**src/rtl/dp_pkg.sv**
```systemverilog
package dp_pkg;
    typedef enum logic [2:0] {
        ACK_OK    = 3'b001,
        ACK_WAIT  = 3'b010,
        ACK_FAULT = 3'b100
    } ack_e;

    typedef enum logic {
        WB_EMPTY = 1'b0,
        WB_HELD  = 1'b1
    } wb_state_e;

    localparam logic [1:0] RA_ID  = 2'b00;
    localparam logic [1:0] RA_CS  = 2'b01;
    localparam logic [1:0] RA_SEL = 2'b10;
    localparam logic [1:0] RA_BUF = 2'b11;
endpackage

```
**src/rtl/dp_wbuf.sv**
```systemverilog
module dp_wbuf
    import dp_pkg::*;
#(
    parameter int DW   = 32,
    parameter int SELW = 8,
    parameter int AW   = 6
) (
    input  logic            clk,
    input  logic            rst_n,
    input  logic            push,
    input  logic            push_rnw,
    input  logic [SELW-1:0] push_sel,
    input  logic [AW-1:0]   push_addr,
    input  logic [DW-1:0]   push_wdata,
    input  logic            ap_ready,
    input  logic            ap_err,
    input  logic [DW-1:0]   ap_rdata,
    output logic            full,
    output logic            err_seen,
    output logic            ap_req_valid,
    output logic            ap_req_rnw,
    output logic [SELW-1:0] ap_req_sel,
    output logic [AW-1:0]   ap_req_addr,
    output logic [DW-1:0]   ap_req_wdata,
    output logic [DW-1:0]   captured
);
    wb_state_e state_q, state_d;
    logic drain;

    assign drain = (state_q == WB_HELD) && ap_ready;

    always_comb begin
        state_d = state_q;
        unique case (state_q)
            WB_EMPTY: if (push)     state_d = WB_HELD;
            WB_HELD:  if (ap_ready) state_d = WB_EMPTY;
            default:                state_d = WB_EMPTY;
        endcase
    end

    always_ff @(posedge clk or negedge rst_n) begin
        if (!rst_n) state_q <= WB_EMPTY;
        else        state_q <= state_d;
    end

    always_ff @(posedge clk or negedge rst_n) begin
        if (!rst_n) begin
            ap_req_rnw   <= 1'b0;
            ap_req_sel   <= '0;
            ap_req_addr  <= '0;
            ap_req_wdata <= '0;
            captured     <= '0;
        end else begin
            if (push && state_q == WB_EMPTY) begin
                ap_req_rnw   <= push_rnw;
                ap_req_sel   <= push_sel;
                ap_req_addr  <= push_addr;
                ap_req_wdata <= push_wdata;
            end
            if (drain && ap_req_rnw && !ap_err) captured <= ap_rdata;
        end
    end

    assign full         = (state_q == WB_HELD);
    assign ap_req_valid = (state_q == WB_HELD);
    assign err_seen     = drain && ap_err;
endmodule

```
**src/rtl/dp_cfg_regs.sv**
```systemverilog
module dp_cfg_regs #(
    parameter int DW   = 32,
    parameter int SELW = 8,
    parameter int BW   = 4,
    parameter int TW   = 2
) (
    input  logic            clk,
    input  logic            rst_n,
    input  logic            wr_cs,
    input  logic            wr_wire,
    input  logic            wr_sel,
    input  logic            wr_abort,
    input  logic            set_err,
    input  logic [DW-1:0]   wdata,
    output logic            dbg_req,
    output logic            sys_req,
    output logic            sticky,
    output logic            ctrlsel,
    output logic [SELW-1:0] ap_sel,
    output logic [BW-1:0]   bank,
    output logic [TW-1:0]   trn
);
    localparam int SEL_LSB  = DW - SELW;
    localparam int BANK_LSB = 4;
    localparam int CLR_BIT  = 2;

    always_ff @(posedge clk or negedge rst_n) begin
        if (!rst_n) begin
            dbg_req <= 1'b0;
            sys_req <= 1'b0;
            sticky  <= 1'b0;
            ctrlsel <= 1'b0;
            ap_sel  <= '0;
            bank    <= '0;
            trn     <= '0;
        end else begin
            if (wr_cs) begin
                dbg_req <= wdata[0];
                sys_req <= wdata[2];
            end
            if (wr_wire) trn <= wdata[TW-1:0];
            if (wr_sel) begin
                ctrlsel <= wdata[0];
                bank    <= wdata[BANK_LSB +: BW];
                ap_sel  <= wdata[SEL_LSB +: SELW];
            end
            if (set_err)                         sticky <= 1'b1;
            else if (wr_abort && wdata[CLR_BIT]) sticky <= 1'b0;
        end
    end
endmodule

```
**src/rtl/dp_regbank.sv**
```systemverilog
module dp_regbank
    import dp_pkg::*;
#(
    parameter int          DW     = 32,
    parameter int          SELW   = 8,
    parameter int          BW     = 4,
    parameter int          TW     = 2,
    parameter logic [31:0] IDCODE = 32'h0BB11477
) (
    input  logic            clk,
    input  logic            rst_n,
    input  logic            req_valid,
    input  logic            req_ap,
    input  logic            req_rnw,
    input  logic [1:0]      req_addr,
    input  logic [DW-1:0]   req_wdata,
    output logic            rsp_valid,
    output logic [2:0]      rsp_ack,
    output logic [DW-1:0]   rsp_rdata,
    output logic            ap_req_valid,
    output logic            ap_req_rnw,
    output logic [SELW-1:0] ap_req_sel,
    output logic [BW+1:0]   ap_req_addr,
    output logic [DW-1:0]   ap_req_wdata,
    input  logic            ap_ready,
    input  logic            ap_err,
    input  logic [DW-1:0]   ap_rdata,
    output logic            dbg_pwr_req,
    output logic            sys_pwr_req,
    input  logic            dbg_pwr_ack,
    input  logic            sys_pwr_ack,
    output logic [TW-1:0]   trn_len
);
    localparam int AW = BW + 2;

    logic            wb_full, sticky_err, err_seen, ctrlsel;
    logic [SELW-1:0] cur_sel;
    logic [BW-1:0]   cur_bank;
    logic [DW-1:0]   captured, last_rd, rd_mux, ctrl_word, wire_word;
    ack_e            ack;
    logic            allow_full, acc, dp_wr;

    assign allow_full = !req_ap &&
                        (req_addr == RA_ID || (req_addr == RA_CS && req_rnw && !ctrlsel));

    always_comb begin
        ack = ACK_OK;
        if (wb_full && !allow_full)  ack = ACK_WAIT;
        else if (req_ap && sticky_err) ack = ACK_FAULT;
    end

    assign acc   = req_valid && (ack == ACK_OK);
    assign dp_wr = acc && !req_ap && !req_rnw;

    assign ctrl_word = DW'({sticky_err, 1'b0, sys_pwr_ack, sys_pwr_req,
                            dbg_pwr_ack, dbg_pwr_req});
    assign wire_word = DW'(trn_len);

    always_comb begin
        rd_mux = captured;
        if (!req_ap) begin
            unique case (req_addr)
                RA_ID:   rd_mux = IDCODE[DW-1:0];
                RA_CS:   rd_mux = ctrlsel ? wire_word : ctrl_word;
                RA_SEL:  rd_mux = last_rd;
                RA_BUF:  rd_mux = captured;
                default: rd_mux = '0;
            endcase
        end
    end

    always_ff @(posedge clk or negedge rst_n) begin
        if (!rst_n) begin
            rsp_valid <= 1'b0;
            rsp_ack   <= ACK_OK;
            rsp_rdata <= '0;
            last_rd   <= '0;
        end else begin
            rsp_valid <= req_valid;
            if (req_valid) begin
                rsp_ack   <= ack;
                rsp_rdata <= (acc && req_rnw) ? rd_mux : '0;
            end
            if (acc && req_rnw) last_rd <= rd_mux;
        end
    end

    dp_cfg_regs #(.DW(DW), .SELW(SELW), .BW(BW), .TW(TW)) u_cfg (
        .clk      (clk),
        .rst_n    (rst_n),
        .wr_cs    (dp_wr && req_addr == RA_CS && !ctrlsel),
        .wr_wire  (dp_wr && req_addr == RA_CS && ctrlsel),
        .wr_sel   (dp_wr && req_addr == RA_SEL),
        .wr_abort (dp_wr && req_addr == RA_ID),
        .set_err  (err_seen),
        .wdata    (req_wdata),
        .dbg_req  (dbg_pwr_req),
        .sys_req  (sys_pwr_req),
        .sticky   (sticky_err),
        .ctrlsel  (ctrlsel),
        .ap_sel   (cur_sel),
        .bank     (cur_bank),
        .trn      (trn_len)
    );

    dp_wbuf #(.DW(DW), .SELW(SELW), .AW(AW)) u_wbuf (
        .clk          (clk),
        .rst_n        (rst_n),
        .push         (acc && req_ap),
        .push_rnw     (req_rnw),
        .push_sel     (cur_sel),
        .push_addr    ({cur_bank, req_addr}),
        .push_wdata   (req_wdata),
        .ap_ready     (ap_ready),
        .ap_err       (ap_err),
        .ap_rdata     (ap_rdata),
        .full         (wb_full),
        .err_seen     (err_seen),
        .ap_req_valid (ap_req_valid),
        .ap_req_rnw   (ap_req_rnw),
        .ap_req_sel   (ap_req_sel),
        .ap_req_addr  (ap_req_addr),
        .ap_req_wdata (ap_req_wdata),
        .captured     (captured)
    );
endmodule

```
**config.mk**
```make
export PLATFORM = sky130hd
export DESIGN_NAME = dp_regbank
export DESIGN_NICKNAME = d
export VERILOG_FILES = /design/src/rtl/dp_pkg.sv /design/src/rtl/dp_wbuf.sv /design/src/rtl/dp_cfg_regs.sv /design/src/rtl/dp_regbank.sv
export SDC_FILE = /design/constraint.sdc
export NUM_CORES = 1
export LEC_CHECK = 0
export BUFFER_PORTS_ARGS = -buffer_cell sky130_fd_sc_hd__buf_4
export CAP_MARGIN = 20
export CELL_PAD_IN_SITES_DETAIL_PLACEMENT = 0
export CELL_PAD_IN_SITES_GLOBAL_PLACEMENT = 1
export CORE_MARGIN = 10
export CORE_UTILIZATION = 30
export CTS_BUF_LIST = sky130_fd_sc_hd__clkbuf_8
export CTS_CLUSTER_SIZE = 12
export DETAILED_ROUTE_END_ITERATION = 16
export PLACE_DENSITY = 0.63
export SYNTH_ARGS = -nofsm -noshare
export SYNTH_HDL_FRONTEND = slang
export SYNTH_SLANG_ARGS = --single-unit
```
**constraint.sdc**
```tcl
create_clock -name clk -period 1.5 [get_ports clk]
set_input_delay 0.075 -clock clk [delete_from_list [all_inputs] [get_ports clk]]
set_output_delay 0.075 -clock clk [all_outputs]
set_load 0.02 [all_outputs]
```
==> results.py <==
metrics = {
    "route": {
        "antenna_left": 0,
        "dr.pass1.iters": 4,
        "drtIter0Drc": 286,
        "vias": 4863,
        "wl_um": 19900,
        "wire_per_inst_um": 19.0,
        "routed_via_density": 4.63,
        "drcViolationCount": 0,
    },
    "yosys": {
        "yosys_register_bits": 166,
        "synth_area_leader_cell": "dfrtp_1",
        "synth_common_cells": "dfrtp_1 (165), mux2_2 (98), inv_1 (68)",
        "ys.flop_type": "dfrtp_1",
        "yosysUniqueCellTypes": 32,
        "synth_area_leaders": "dfrtp_1 (61%), mux2_2 (16%), mux2i_1 (5.0%), inv_1 (3.8%), o22ai_1 (3.2%)",
        "netlist_area_um2": 6750,
        "synth_edf_count": 0,
        "synth_nets": 580,
        "async_flop_share": 1.00,
        "syn_avg_cell_area_um2": 13.4,
        "seq_area_frac_synth": 0.616,
        "ys_warn_count": 0,
        "yosysTopAreaCellShare": 0.612,
        "syn_inst": 505,
        "synth_most_common_cell": "dfrtp_1",
    },
    "sta": {
        "rsz0062_at_grt": "true",
        "worst_slack_ps": -43.6,
        "fin_crit_sh": 1.03,
        "maxSlewViolCount": 0,
        "relSlewSlack": 0.390,
        "fin_hold_ws_ps": 43.5,
        "clock_skew_ps": 10.0,
        "setup_violations": 41,
        "max_freq_ghz": 0.648,
        "final.setup.tns_ps": -807,
        "min_period_ps": 1540,
        "worstMarginPinSlew_ps": 915,
        "hold_viol_final": 0,
    },
    "setup_path": {
        "startpoint_type": "flop",
        "crit_path_end_kind": "flop",
        "cp.arrival_ps": 1890,
        "path_class": "flop to flop",
        "max_stage_delay_ps": 420,
        "crit_buf_inv": 1,
        "slowest_stage": "dfrtp_2",
        "crit_family": "flip-flops",
        "path_cells": "and4bb_4 > bufbuf_16 > mux2_2",
        "worstPathMaxFanout": 13,
        "required_ps": 1840,
    },
    "final_layout": {
        "register_area_um2": 4160,
        "antenna_cells": 0,
        "fin_cells": 1050,
        "fillerInstances": 2001,
        "multi_input_area_um2": 2310,
        "drive_gt1_frac": 0.431,
        "design_area_um2": 9860,
        "postLayoutCoreUtil": 0.449,
        "nets": 834,
        "area_growth_pct": 46.1,
    },
    "die": {
        "dieWidth_um": 170,
        "core_area_um2": 22000,
        "die_h_um": 170,
        "dieArea_um2": 28900,
        "initial_core_util": 0.307,
        "io_pins": 163,
        "placementRows": 54,
    },
    "power": {
        "cellPowerDensity_nw_per_um2": 1710,
        "p_leak_nw": 4.82,
        "irDropWorstVdd_v": 0.000847,
        "power_mw": 16.9,
    },
    "grt": {
        "grt_first_pass_wirelength_um": 30500,
        "grt_max_degree": 50,
        "track_usage": 0.135,
        "gr-total-overflow": 0,
        "grt_pass1_vias": 5381,
        "antenna_found_initial": 0,
    },
    "job": {
        "maxCapViolCount": 0,
    },
    "placed_design": {
        "placed_area_um2": 8530,
        "gp_congestion": 0.739,
        "dp_worst_setup_slack_ps": -267,
        "io_buffer_count": 162,
        "dp_cells": 940,
        "dp_hpwl_um": 12900,
    },
    "clock_network": {
        "cts_buffer_depth": 2,
        "cts_sinks": 166,
        "clock-root-buffer": "clkbuf_8",
        "path_clk_slew_ps": 90,
        "cts_tree": "yes",
        "htreeDepth": 4,
        "clk_latency_ps": 450,
        "cts_buffers": 17,
    },
    "status": {
        "violations": "negative setup slack",
        "status": "finished, violations left",
    },
    "min_path": {
        "hp-class": "primary input to flop",
    },
}
==> cells in the final DEF (no fill, tap or decap), types with 3 or more instances in the layout <==
cell type,synthesis,routed
a22oi_1,27,27
buf_12,0,9
buf_4,0,178
buf_6,5,3
bufinv_16,0,3
clkbuf_16,0,3
clkbuf_8,0,21
clkinv_2,0,4
dfrtp_1,165,164
dlygate4sd3_1,0,70
inv_1,68,68
mux2_2,98,70
mux2_4,0,28
mux2i_1,34,34
nand2_1,14,14
nor2_1,4,4
nor2b_1,4,4
o22ai_1,35,35
==> power by group <==
group          internal (mW)  switching, mW
logic                   3.29           2.95
registers               6.24          0.978
clock network           1.80           1.66
total                   11.3           5.58
==> routing by layer <==
metal | vias to the layer above | routed length, um | GRT usage
li1 | 2258 | - | -
met1 | 2474 | 8670 | 0.167
met2 | 122 | 9660 | 0.216
met3 | 9 | 1460 | 0.0541
met4 | 0 | 120 | 0.0297
met5 | - | 0 | 0
==> worst reg2reg max path: cells and delay by family, from the launching register on <==
family	cells	cell delay, ps
flip-flops	1	420
AND/OR/NAND/NOR	1	360
buffers and inverters	1	300
multiplexers	1	350
==> registers in the layout, indices dropped and copies added, names as in the netlist, 2 cells and up <==
signal               count
last_rd                 32
rsp_rdata               32
u_wbuf.ap_req_wdata     32
u_wbuf.captured         32
u_cfg.ap_sel             8
u_wbuf.ap_req_sel        8
u_wbuf.ap_req_addr       6
u_cfg.bank               4
rsp_ack                  3
u_cfg.trn                2
==> cells by family (layout without fill, tap and decap cells) <==
family | Yosys count | count (layout) | share of synthesized area
AOI/OAI and AO/OA | 76 | 76 | 0.0806
DFF | 166 | 166 | 0.616
and+or+nand+nor | 33 | 33 | 0.0276
muxes | 132 | 132 | 0.214
buffers and inverters | 98 | 363 | 0.0623
==> worst paths after layout <==
kind / cells past startpoint / slack, ps / from / end
worst max-delay path: 3 / -40 / u_wbuf.ap_req_valid / u_wbuf.ap_req_wdata[19]
worst min-delay path: 2 / 40 / req_addr[1] / u_wbuf.ap_req_addr[1]
worst max register to register: 3 / -40 / u_wbuf.ap_req_valid / u_wbuf.ap_req_wdata[19]
worst min register to register: 2 / 500 / rsp_ack[0] / rsp_ack[0]
max in group asynchronous: 3 / 730 / rst_n / rsp_ack[0]
min in group asynchronous: 2 / 140 / rst_n / u_wbuf.captured[22]
==> cell type report <==
| cell class | count | area share |
|---|---|---|
| inverter | 68 | 0.0259 |
| clock inverter | 9 | 0.0127 |
| timing repair buffer | 265 | 0.241 |
| clock buffer | 21 | 0.0293 |
| multi-input combinational | 241 | 0.235 |
| sequential | 166 | 0.421 |
| tap | 280 | 0.0355 |
==> repair_timing <==
action,CTS,global route
resized for setup,3,13
hold buffers,70,0
endpoints found under the hold margin,252,0
gates cloned,1,4
setup endpoints to repair,78,137
pin swaps,0,1
buffers inserted,4,1
No activity file was read; power rests on OpenSTA's default activity.
